File: src/rtl/dref_pkg.sv
package dref_pkg;
    typedef enum logic [1:0] {PH_PAUSE, PH_INIT, PH_REINIT, PH_RUN} phase_e;
    typedef enum logic [1:0] {SQ_IDLE, SQ_SETUP, SQ_LOW, SQ_PRE} seq_e;
endpackage

File: src/rtl/dref_strobe_seq.sv
module dref_strobe_seq
    import dref_pkg::*;
#(
    parameter int T_CSR = 2,
    parameter int T_RAS = 10,
    parameter int T_RP  = 6
) (
    input  logic clk,
    input  logic rst_n,
    input  logic start,
    output logic busy,
    output logic done,
    output logic ras_n,
    output logic cas_n
);
    localparam int TMAX = (T_RAS > T_CSR) ? ((T_RAS > T_RP) ? T_RAS : T_RP)
                                          : ((T_CSR > T_RP) ? T_CSR : T_RP);
    localparam int TW = $clog2(TMAX + 1);

    typedef struct packed {
        seq_e          st;
        logic [TW-1:0] tmr;
        logic          ras_n;
        logic          cas_n;
    } seq_t;

    seq_t q, d;
    logic fin;

    always_comb begin
        d   = q;
        fin = (q.st == SQ_PRE) && (q.tmr == '0);
        case (q.st)
            SQ_IDLE: if (start) begin
                d.st  = SQ_SETUP;
                d.tmr = TW'(T_CSR - 1);
            end
            SQ_SETUP: if (q.tmr == '0) begin
                d.st  = SQ_LOW;
                d.tmr = TW'(T_RAS - 1);
            end else d.tmr = q.tmr - TW'(1);
            SQ_LOW: if (q.tmr == '0) begin
                d.st  = SQ_PRE;
                d.tmr = TW'(T_RP - 1);
            end else d.tmr = q.tmr - TW'(1);
            default: if (q.tmr == '0) begin
                if (start) begin
                    d.st  = SQ_SETUP;
                    d.tmr = TW'(T_CSR - 1);
                end else d.st = SQ_IDLE;
            end else d.tmr = q.tmr - TW'(1);
        endcase
        d.cas_n = !((d.st == SQ_SETUP) || (d.st == SQ_LOW));
        d.ras_n = !(d.st == SQ_LOW);
    end

    always_ff @(posedge clk) begin
        if (!rst_n) q <= '{st: SQ_IDLE, tmr: '0, ras_n: 1'b1, cas_n: 1'b1};
        else        q <= d;
    end

    assign busy  = (q.st != SQ_IDLE);
    assign done  = fin;
    assign ras_n = q.ras_n;
    assign cas_n = q.cas_n;
endmodule

File: src/rtl/dref_tick.sv
module dref_tick #(
    parameter int REFI_CYC = 3120,
    parameter int MAX_OWED = 4
) (
    input  logic                          clk,
    input  logic                          rst_n,
    input  logic                          en,
    input  logic                          take,
    output logic [$clog2(MAX_OWED+1)-1:0] owed
);
    localparam int IW = $clog2(REFI_CYC);
    localparam int OW = $clog2(MAX_OWED + 1);

    typedef struct packed {
        logic [IW-1:0] ivl;
        logic [OW-1:0] owed;
    } tick_t;

    tick_t q, d;
    logic  wrap;

    always_comb begin
        d    = q;
        wrap = (q.ivl == IW'(REFI_CYC - 1));
        if (!en) begin
            d.ivl  = '0;
            d.owed = '0;
        end else begin
            d.ivl = wrap ? '0 : q.ivl + IW'(1);
            if (take && q.owed != '0) d.owed = q.owed - OW'(1);
            if (wrap && d.owed != OW'(MAX_OWED)) d.owed = d.owed + OW'(1);
        end
    end

    always_ff @(posedge clk) begin
        if (!rst_n) q <= '0;
        else        q <= d;
    end

    assign owed = q.owed;
endmodule

File: src/rtl/dref_lapse.sv
module dref_lapse #(
    parameter int LAPSE_CYC = 6400000
) (
    input  logic clk,
    input  logic rst_n,
    input  logic en,
    input  logic kick,
    output logic expired
);
    localparam int LW = $clog2(LAPSE_CYC);

    typedef struct packed {
        logic [LW-1:0] cnt;
    } lapse_t;

    lapse_t q, d;

    always_comb begin
        d = q;
        if (!en || kick)                     d.cnt = '0;
        else if (q.cnt != LW'(LAPSE_CYC - 1)) d.cnt = q.cnt + LW'(1);
    end

    always_ff @(posedge clk) begin
        if (!rst_n) q <= '0;
        else        q <= d;
    end

    assign expired = (q.cnt == LW'(LAPSE_CYC - 1));
endmodule

File: src/rtl/dref_sched.sv
module dref_sched
    import dref_pkg::*;
#(
    parameter int PAUSE_CYC   = 100000,
    parameter int INIT_CYCLES = 8,
    parameter int REFI_CYC    = 3120,
    parameter int MAX_OWED    = 4,
    parameter int LAPSE_CYC   = 6400000,
    parameter int T_CSR       = 2,
    parameter int T_RAS       = 10,
    parameter int T_RP        = 6
) (
    input  logic clk,
    input  logic rst_n,
    input  logic ref_gnt,
    output logic ref_req,
    output logic ras_n,
    output logic cas_n,
    output logic we_n,
    output logic init_done
);
    localparam int PW = $clog2(PAUSE_CYC + 1);
    localparam int BW = $clog2(INIT_CYCLES + 1);
    localparam int OW = $clog2(MAX_OWED + 1);

    typedef struct packed {
        phase_e        ph;
        logic [PW-1:0] wait_cnt;
        logic [BW-1:0] left;
        logic          ready;
    } top_t;

    top_t q, d;
    logic start, take, busy, seq_done, expired, seq_free;
    logic [OW-1:0] owed;

    dref_strobe_seq #(.T_CSR(T_CSR), .T_RAS(T_RAS), .T_RP(T_RP)) u_seq (
        .clk(clk), .rst_n(rst_n), .start(start), .busy(busy),
        .done(seq_done), .ras_n(ras_n), .cas_n(cas_n)
    );

    dref_tick #(.REFI_CYC(REFI_CYC), .MAX_OWED(MAX_OWED)) u_tick (
        .clk(clk), .rst_n(rst_n), .en(q.ph == PH_RUN), .take(take), .owed(owed)
    );

    dref_lapse #(.LAPSE_CYC(LAPSE_CYC)) u_lapse (
        .clk(clk), .rst_n(rst_n), .en(q.ph == PH_RUN), .kick(seq_done),
        .expired(expired)
    );

    always_comb begin
        d        = q;
        start    = 1'b0;
        take     = 1'b0;
        seq_free = !busy || seq_done;
        case (q.ph)
            PH_PAUSE: begin
                if (q.wait_cnt == '0) begin
                    d.ph   = PH_INIT;
                    d.left = BW'(INIT_CYCLES);
                end else d.wait_cnt = q.wait_cnt - PW'(1);
            end
            PH_INIT, PH_REINIT: begin
                if (q.left != '0 && seq_free && (q.ph == PH_INIT || ref_gnt)) begin
                    start  = 1'b1;
                    d.left = q.left - BW'(1);
                end else if (q.left == '0 && seq_done) begin
                    d.ph    = PH_RUN;
                    d.ready = 1'b1;
                end
            end
            default: begin
                if (owed != '0 && ref_gnt && seq_free) begin
                    start = 1'b1;
                    take  = 1'b1;
                end else if (expired && !busy) begin
                    d.ph    = PH_REINIT;
                    d.left  = BW'(INIT_CYCLES);
                    d.ready = 1'b0;
                end
            end
        endcase
    end

    always_ff @(posedge clk) begin
        if (!rst_n) q <= '{ph: PH_PAUSE, wait_cnt: PW'(PAUSE_CYC - 1), left: '0, ready: 1'b0};
        else        q <= d;
    end

    assign ref_req   = ((q.ph == PH_RUN) && (owed != '0 || busy)) ||
                       ((q.ph == PH_REINIT) && (q.left != '0 || busy));
    assign we_n      = 1'b1;
    assign init_done = q.ready;
endmodule

File: config.mk
export PLATFORM = sky130hd
export DESIGN_NAME = dref_sched
export DESIGN_NICKNAME = d
export VERILOG_FILES = /design/src/rtl/dref_pkg.sv /design/src/rtl/dref_strobe_seq.sv /design/src/rtl/dref_tick.sv /design/src/rtl/dref_lapse.sv /design/src/rtl/dref_sched.sv
export SDC_FILE = /design/constraint.sdc
export NUM_CORES = 1
export LEC_CHECK = 0
export ABC_AREA = 1
export BUFFER_PORTS_ARGS = -buffer_cell sky130_fd_sc_hd__buf_2
export CORE_ASPECT_RATIO = 1.2
export CORE_MARGIN = 8
export CORE_UTILIZATION = 40
export DETAILED_ROUTE_END_ITERATION = 10
export PLACE_DENSITY_LB_ADDON = 0.2
export SKIP_CTS_REPAIR_TIMING = 1
export SYNTH_ARGS = -nofsm -noshare
export SYNTH_HDL_FRONTEND = slang
export SYNTH_SLANG_ARGS = --single-unit
export TNS_END_PERCENT = 50
File: constraint.sdc
create_clock -name clk -period 3.4 [get_ports clk]
set_clock_uncertainty 0.15 [all_clocks]
set_input_delay 0.17 -clock clk [delete_from_list [all_inputs] [get_ports clk]]
set_output_delay 0.17 -clock clk [all_outputs]
set_load 0.01 [all_outputs]
==> results.yml, run 1 <==
worst_setup_path:
  crit_path_max_incr_delay_ns: 0.44
  worstReg2RegStart: "q[23]$_SDFFE_PN0P_"
  cp_cell_sequence: "inv_1 -> ha_1 -> nand4_1 -> nand3_1 -> nand3_1 -> nand2_1 -> inv_1 -> ha_1 -> or2_2"
  path_class: "flip-flop to flip-flop"
  critPathSlowestCell: "ha_1"
  cp_top_family: "adder cells"
  critPathArrivalTime_ns: 2.27
  crit_required_ns: 3.47
  end_kind: "flip-flop"
  cp_max_fo: 7
  critPathLaunchType: "flip-flop"
  path_buf_inv: 2
  crit_path_start: "q[23]$_SDFFE_PN0P_"
logic_synthesis:
  synth_nets: 598
  synth-edff-count: 0
  ys_top_cells_by_area: "dfxtp_1, nand2_1, inv_1, nor2_1, a21oi_1"
  yosysUniqueCellTypes: 36
  synth_top_area_cell: "dfxtp_1"
  syn_inst: 581
  yosys_warnings: 0
  synth.most_common_cell: "nand2_1"
  synth_area_sq_mm: 0.00400
  synth_top_area_share_pct: 35.0
  ys.flop_type: "dfxtp_1"
  ys_seq_area_share_pct: 35.0
  ys_async_sr_fraction_pct: 0
  synth.top_cells.by_count: "nand2_1, inv_1, dfxtp_1"
  ys_ff_latch: 70
  postSynthAreaPerCell_sq_um: 6.88
sta:
  finalHoldViolCount: 0
  grt_setup_unrepaired: "false"
  fin_crit_ns: 2.19
  fmaxAchievable_mhz: 456
  post-route-period-util_pct: 64.5
  tns_ns: 0
  setup_viol: 0
  worstMarginPinSlew_ns: 0.662
  slew_headroom_pct: 55.8
  slew_violations: 0
  hold_ws_ns: 0.0174
floorplan:
  core_sq_mm: 0.00986
  row_count: 40
  start_util_pct: 40.6
  die_h_microns: 126
  die_w_microns: 107
  die_area_sq_mm: 0.0135
  boundaryPins: 8
route:
  dr.pass1.iters: 4
  wl_per_cell_microns: 11.7
  via_count: 3530
  routed_wl_mm: 8.45
  route.detailed.drc: 0
  drtIter0Drc: 175
  ant_nets: 0
  avgViaCountPerCell: 4.89
clocking:
  numCtsBuffers: 9
  h-tree-depth: 3
  cts_tree: "yes"
  path_clk_slew_ns: 0.06
  clk_latency_ns: 0.34
  cts_root_buf: "clkbuf_16"
  cts.path.max_buffers: 2
  cts_num_sinks: 70
global_route:
  grt_usage_pct: 13.2
  grt-ovfl-total: 0
  grt_pass1_vias: 3375
  antenna_found_initial: 0
  grt_pass1_wl_mm: 14.6
  grt_max_degree: 21
power_and_ir_drop:
  power.internal_w: 0.00161
  p_sw_w: 0.000834
  p_leak_nw: 1.70
  sequentialPowerShare_pct: 39.0
  powerDensity_mw_per_mm2: 551
  peakVddDrop_mv: 0.286
  clockPowerShare_pct: 35.3
  p_sw_share_pct: 34.1
  combPwrFrac_pct: 25.8
worst_hold_path:
  hold_class: "input port to flip-flop"
  worstHoldStart: "rst_n"
flow_run:
  cap_violations: 0
layout:
  area_growth_pct: 10.8
  nNetsFinal: 608
  num_antenna_cells: 0
  fin_util_pct: 44.9
  drive_gt1_share_pct: 12.9
placement:
  port_buffers: 6
  gp_congestion: 0.843
  hpwlAfterDp_mm: 6.35
status:
  outcome: "finished, final reports clean"
==> layer usage <==
| metal | vias to the layer above | GRT usage [%] | part of all wire (%) |
|---|---|---|---|
| li1 | 1897 | - | - |
| met1 | 1592 | 15.1 | 47 |
| met2 | 30 | 22.3 | 50 |
| met3 | 11 | 2.36 | 2.1 |
| met4 | 0 | 7.30 | 1.7 |
| met5 | - | 0 | 0 |
==> flip-flops by register name, summed over array words and instances, names as in the netlist <==
signal       flops
q               23
u_lapse.q       23
u_tick.q        12
u_seq.q          6
u_tick.owed      3
init_done        1
u_seq.cas_n      1
u_seq.ras_n      1
==> cell families after synthesis <==
family / synth area share (%)
AND/OR/NAND/NOR: 37.9
buffers and inverters: 8.91
AO/OA/AOI/OAI: 9.51
flip-flops: 35.0
XOR/XNOR: 4.16
adder cells (fa/ha/maj): 4.38
other: 0.0937
==> layout by cell type (no fill, tap or decap), drive strengths merged <==
cell type  Yosys  routed
nand3         43      43
a31oi          3       3
o211ai         1       1
nor2          74      74
buf            5       7
nor3          27      27
dfxtp         70      70
o21ai         23      23
xnor2          4       4
nand4         13      13
clkinvlp       0       2
nand2        135     135
o21a           1       1
ha            14      14
xor2          15      15
nor4           7       7
conb           1       1
or2           11      11
inv           84      84
clkbuf         3       9
nand3b         2       2
nor3b          2       2
a21oi         43      43
clkinv         0       5
==> power by group through the flow <==
| stage | Clock [W] | Sequential, W | Combinational (W) |
|---|---|---|---|
| 2_1_floorplan | 0 | 0.000960 | 0.000524 |
| 3_3_place_gp | 0 | 0.000963 | 0.000623 |
| 3_5_place_dp | 0 | 0.000967 | 0.000634 |
| 4_1_cts | 0.000891 | 0.000950 | 0.000637 |
| 5_1_grt | 0.000922 | 0.000959 | 0.000724 |
| 6_report | 0.000861 | 0.000952 | 0.000629 |
==> path summary, 6_finish.rpt <==
check | end | slack [ns] | depth (start not counted)
setup / recovery | u_seq.cas_n$_SDFF_PN1_ | 1.21 | 9
hold / removal | q[21]$_SDFFE_PN1P_ | 0.02 | 2
setup reg to reg | u_seq.cas_n$_SDFF_PN1_ | 1.21 | 9
hold reg to reg | q[21]$_SDFFE_PN1P_ | 0.30 | 2
==> metrics by stage <==
step	power [W]	setup WS, ns	area, sq um	instances
CTS	0.00248	1.20	4430	722
floorplan	0.00148	1.37	4000	581
finish	0.00244	1.21	4430	722
global placement	0.00159	1.26	4150	706
detailed placement	0.00160	1.20	4150	706
global route	0.00260	1.04	4430	722
==> worst register-to-register path, stage by stage (launching register included) <==
cell     delay, ns
dfxtp_1       0.36
inv_1         0.10
ha_1          0.44
nand4_1       0.19
nand3_1       0.10
nand3_1       0.07
nand2_1       0.06
inv_1         0.05
ha_1          0.27
or2_2         0.28
==> layout make-up <==
type | instances | area [sq um]
fill | 1029 | 5430
multi-input combinational | 419 | 2240
clock buffer | 9 | 225
clock inverter | 7 | 51.3
timing repair buffer | 7 | 37.5
sequential | 70 | 1400
tap | 126 | 158
inverter | 84 | 315
Note: power is estimated with default switching activity, not from simulation.
==> inputs of run 2 (changes only) <==
clock period = 1.76 ns   (was 3.4 ns; I/O delays follow)
==> results.yml, run 2 (synthesis results as in run 1) <==
sta:
  setup_viol: 10
  finalHoldViolCount: 0
  slew_headroom_pct: 52.7
  grt_setup_unrepaired: "true"
  fmaxAchievable_mhz: 526
  setup_ws_ns: -0.142
  slew_violations: 0
  worstMarginPinSlew_ns: 0.709
  fin_crit_ns: 1.90
  post-route-period-util_pct: 108
power_and_ir_drop:
  peakVddDrop_mv: 0.545
  powerDensity_mw_per_mm2: 1080
  p_leak_nw: 2.06
  total_power_w: 0.00570
clocking:
  h-tree-depth: 3
  cts_root_buf: "clkbuf_16"
  cts_tree: "yes"
  numCtsBuffers: 9
  clk_latency_ns: 0.34
  path_clk_slew_ns: 0.06
  cts.path.max_buffers: 2
  cts_num_sinks: 70
worst_setup_path:
  cp_max_fo: 3
  critPathArrivalTime_ns: 1.98
  crit_path_start: "q[2]$_SDFFE_PN0P_"
  path_class: "flip-flop to flip-flop"
  crit_required_ns: 1.84
  critPathLaunchType: "flip-flop"
  worstReg2RegStart: "q[2]$_SDFFE_PN0P_"
  end_kind: "flip-flop"
placement:
  dp_cells: 750
  port_buffers: 6
  gp_congestion: 0.882
  hpwlAfterDp_mm: 6.91
floorplan:
  start_util_pct: 40.6
  row_count: 40
  die_h_microns: 126
  die_area_sq_mm: 0.0135
  die_w_microns: 107
  core_sq_mm: 0.00986
  boundaryPins: 8
status:
  outcome: "finished with violations"
  violations: "setup timing"
worst_hold_path:
  hold_class: "input port to flip-flop"
  worstHoldStart: "ref_gnt"
route:
  topRoutingLayerUsed: "met4"
  route.detailed.drc: 0
  ant_nets: 0
  drtIter0Drc: 177
  met1_length_mm: 4.05
  dr_wl_met3_microns: 264
  dr.pass1.iters: 5
  routed_wl_mm: 9.58
  wl_per_cell_microns: 12.3
  avgViaCountPerCell: 4.93
  via_count: 3847
  met2WireLength_mm: 5.06
layout:
  nNetsFinal: 667
  num_antenna_cells: 0
  layout_common_cells: "nand2_1, inv_1, dfxtp_1, buf_4, nor2_1"
  layout_commonest_cell: "nand2_1"
  area_growth_pct: 31.7
  drive_gt1_share_pct: 29.5
  fillCellCount: 926
  stdcell_count: 780
  reg_top3: "q: 23 flops, u_lapse.q: 23 flops, u_tick.q: 12 flops"
global_route:
  grt_pass1_wl_mm: 16.0
  grt_pass1_vias: 3733
  grt_max_degree: 21
  antenna_found_initial: 0
  grt_usage_pct: 14.4
  grt-ovfl-total: 0
flow_run:
  cap_violations: 0
run 2: final timing paths:
path | end | slack, ns | depth (start not counted)
hold / removal | init_done$_SDFFE_PN0P_ | 0.29 | 7
hold reg to reg | u_tick.q[3]$_SDFF_PP0_ | 0.30 | 1
setup reg to reg | u_seq.cas_n$_SDFF_PN1_ | -0.14 | 10
setup / recovery | u_seq.cas_n$_SDFF_PN1_ | -0.14 | 10
run 2: worst max-delay path: stages, from the launching register on:
cell	delay [ns]
dfxtp_2	0.33
inv_1	0.08
ha_4	0.18
a21oi_2	0.13
nand4_1	0.18
nand3_2	0.13
nand3_2	0.06
nand2_1	0.07
inv_2	0.05
ha_4	0.22
or2_4	0.21
run 2: cell type report:
| type | instances | area, sq um | share of cell area, % |
|---|---|---|---|
| multi-input combinational | 419 | 2560 | 48.7 |
| tap | 126 | 158 | 2.99 |
| clock buffer | 12 | 256 | 4.87 |
| clock inverter | 3 | 67.6 | 1.28 |
| timing repair buffer | 65 | 475 | 9.02 |
| inverter | 84 | 322 | 6.10 |
| sequential | 70 | 1420 | 26.9 |
| timing repair inverter | 1 | 7.51 | 0.142 |
run 2: power breakdown:
| part | total [W] | internal (W) | switching (W) |
|---|---|---|---|
| clock | 0.00197 | 0.00131 | 0.000664 |
| sequential | 0.00186 | 0.00174 | 0.000119 |
| combinational | 0.00187 | 0.000829 | 0.00104 |
run 2: metal layers:
metal	up-vias	global-route usage [%]
met3	19	3.75
met2	41	25.5
met4	0	6.14
met1	1786	15.7
met5	-	0
li1	2001	-
run 2: per-stage QoR:
step | cell area [sq um] | hold WS, ns | setup WS (ns) | TNS [ns] | utilization, %
after CTS | 4870 | -0.170 | -0.233 | -1.05 | 49.4
final | 5270 | 0.287 | -0.142 | -0.596 | 53.4
after detailed placement | 4550 | 0.185 | -0.205 | -0.898 | 46.1
after floorplan | 4070 | 0.0519 | -0.0717 | -0.200 | -
after global routing | 5270 | 0.330 | -0.256 | -1.86 | 53.4
after global placement | 4550 | 0.177 | -0.149 | -0.607 | 46.1
==> inputs of run 3 (changes only) <==
GPL_TIMING_DRIVEN = 0   (was default)
clock period = 1.5 ns   (was 1.76 ns; I/O delays follow)
==> results.yml, run 3 (synthesis results as in run 1) <==
status:
  outcome: "finished with violations"
  violations: "setup timing"
worst_hold_path:
  hold_class: "input port to flip-flop"
  hold_depth: 3
  worstHoldStart: "rst_n"
  hold_end: "q[21]$_SDFFE_PN1P_"
sta:
  setup_ws_ns: -0.407
  post-route-period-util_pct: 127
  fin_crit_ns: 1.91
  slew_headroom_pct: 62.8
  grt_setup_unrepaired: "true"
  worstMarginPinSlew_ns: 0.558
  finalHoldViolCount: 0
  setup_viol: 52
  slew_violations: 0
  fmaxAchievable_mhz: 524
  tns_ns: -6.81
power_and_ir_drop:
  peakVddDrop_mv: 0.864
  powerDensity_mw_per_mm2: 1220
  p_leak_nw: 2.14
route:
  avgViaCountPerCell: 5.04
  drtIter0Drc: 140
  ant_nets: 0
  routed_wl_mm: 9.78
  via_count: 3820
  wl_per_cell_microns: 12.9
  dr.pass1.iters: 4
  route.detailed.drc: 0
worst_setup_path:
  crit_path_max_incr_delay_ns: 0.36
  path_class: "flip-flop to flip-flop"
  cp_cell_sequence: "inv_4 -> ha_4 -> nand2_4 -> nand2_4 -> nor2_4 -> nand2_4 -> xor2_4 -> inv_2 -> ha_4 -> inv_2 -> nand2_1 -> nand2_1 -> nand2_1 -> a21oi_1"
  end_kind: "flip-flop"
  cp_max_fo: 7
  worstReg2RegStart: "u_tick.owed[0]$_SDFF_PN0_"
  critPathArrivalTime_ns: 2.02
  reg2reg_depth: 14
  crit_required_ns: 1.62
  rrSetupSlack_ns: -0.41
  critPathLaunchType: "flip-flop"
  r2r_end: "u_tick.owed[2]$_SDFF_PN0_"
  critPathSlowestCell: "dfxtp_4"
layout:
  num_antenna_cells: 0
  area_growth_pct: 35.7
  drive_gt1_share_pct: 35.9
  stdcell_count: 758
  nNetsFinal: 644
  reg_top3: "q: 23 flops, u_lapse.q: 23 flops, u_tick.q: 12 flops"
  design_area_sq_mm: 0.00543
  fin_util_pct: 55.1
  layout_common_cells: "nand2_1, inv_1, nor2_1, dfxtp_1, a21oi_1"
  layout_commonest_cell: "nand2_1"
floorplan:
  die_area_sq_mm: 0.0135
  row_count: 40
  start_util_pct: 40.6
  die_w_microns: 107
  die_h_microns: 126
  boundaryPins: 8
  core_sq_mm: 0.00986
global_route:
  antenna_found_initial: 0
  grt_max_degree: 12
  grt_pass1_wl_mm: 14.7
  grt_pass1_vias: 3275
  grt-ovfl-total: 0
  grt_usage_pct: 13.2
clocking:
  cts_root_buf: "clkbuf_16"
  h-tree-depth: 3
  path_clk_slew_ns: 0.06
  cts.path.max_buffers: 2
  clk_latency_ns: 0.33
  numCtsBuffers: 9
  cts_tree: "yes"
  cts_num_sinks: 70
placement:
  port_buffers: 6
  dp_cells: 713
  place_area_sq_mm: 0.00433
  hpwlAfterDp_mm: 6.41
  gp_congestion: 0.876
  dp_slack_ns: -0.490
flow_run:
  cap_violations: 0
## run 3: cell count changes in the layout (fill, tap and decap cells not counted), moves of 6 or more
cell / previous run / this run
dfxtp_2: 8 / 20
a21oi_2: 3 / 11
a21oi_1: 40 / 32
nand3_2: 4 / 11
nand2_2: 13 / 23
buf_6: 0 / 7
dfxtp_1: 60 / 44
nand3_1: 35 / 29
nand2_1: 115 / 101
nor2_4: 8 / 14
buf_4: 58 / 24
## run 3: worst max-delay path by stage
stage / from / endpoint / cells past startpoint
CTS: u_seq.q[7]$_SDFF_PN0_ / u_seq.cas_n$_SDFF_PN1_ / 11
global placement: u_seq.q[7]$_SDFF_PN0_ / u_seq.cas_n$_SDFF_PN1_ / 11
detailed placement: u_tick.owed[1]$_SDFF_PN0_ / u_tick.owed[2]$_SDFF_PN0_ / 14
floorplan: u_tick.owed[0]$_SDFF_PN0_ / u_tick.owed[2]$_SDFF_PN0_ / 14
finish: u_tick.owed[0]$_SDFF_PN0_ / u_tick.owed[2]$_SDFF_PN0_ / 14
global route: u_tick.owed[0]$_SDFF_PN0_ / u_tick.owed[2]$_SDFF_PN0_ / 14
## run 3: worst max-delay path, delay by kind of cell, from the launching register on
kind,cells,cell delay [ns]
compound gates,1,0.13
buf+inv,3,0.16
xor+xnor,1,0.23
simple gates,7,0.50
flops,1,0.36
fa+ha+maj,2,0.31
## run 3: area by class of cell
class / count / area, sq um
multi-input cells: 419 / 2820
plain buffers: 8 / 60.1
clock inverters: 3 / 65.1
inverters: 84 / 335
flip-flops and latches: 70 / 1450
clock buffers: 13 / 270
fillers: 874 / 4430
repair buffers: 35 / 273
well taps: 126 / 158
## run 3: power by group
group	internal (W)	leakage [nW]	total (W)	switching, W
logic	0.000830	1.40	0.00203	0.00120
clock network	0.00159	0.166	0.00237	0.000784
registers	0.00204	0.580	0.00221	0.000169
## run 3: layer usage
metal	GRT usage [%]	wire length (microns)	vias up
li1	-	-	1967
met1	16.0	4380	1790
met2	21.8	5020	51
met3	2.16	210	12
met4	6.47	174	0
met5	0	0	-
## run 3: through the flow
stage,power [W],hold slack [ns]
2_1_floorplan,0.00351,0.0425
3_3_place_gp,0.00378,0.218
3_5_place_dp,0.00383,0.221
4_1_cts,0.00622,-0.131
5_1_grt,0.00700,0.152
6_report,0.00662,0.145
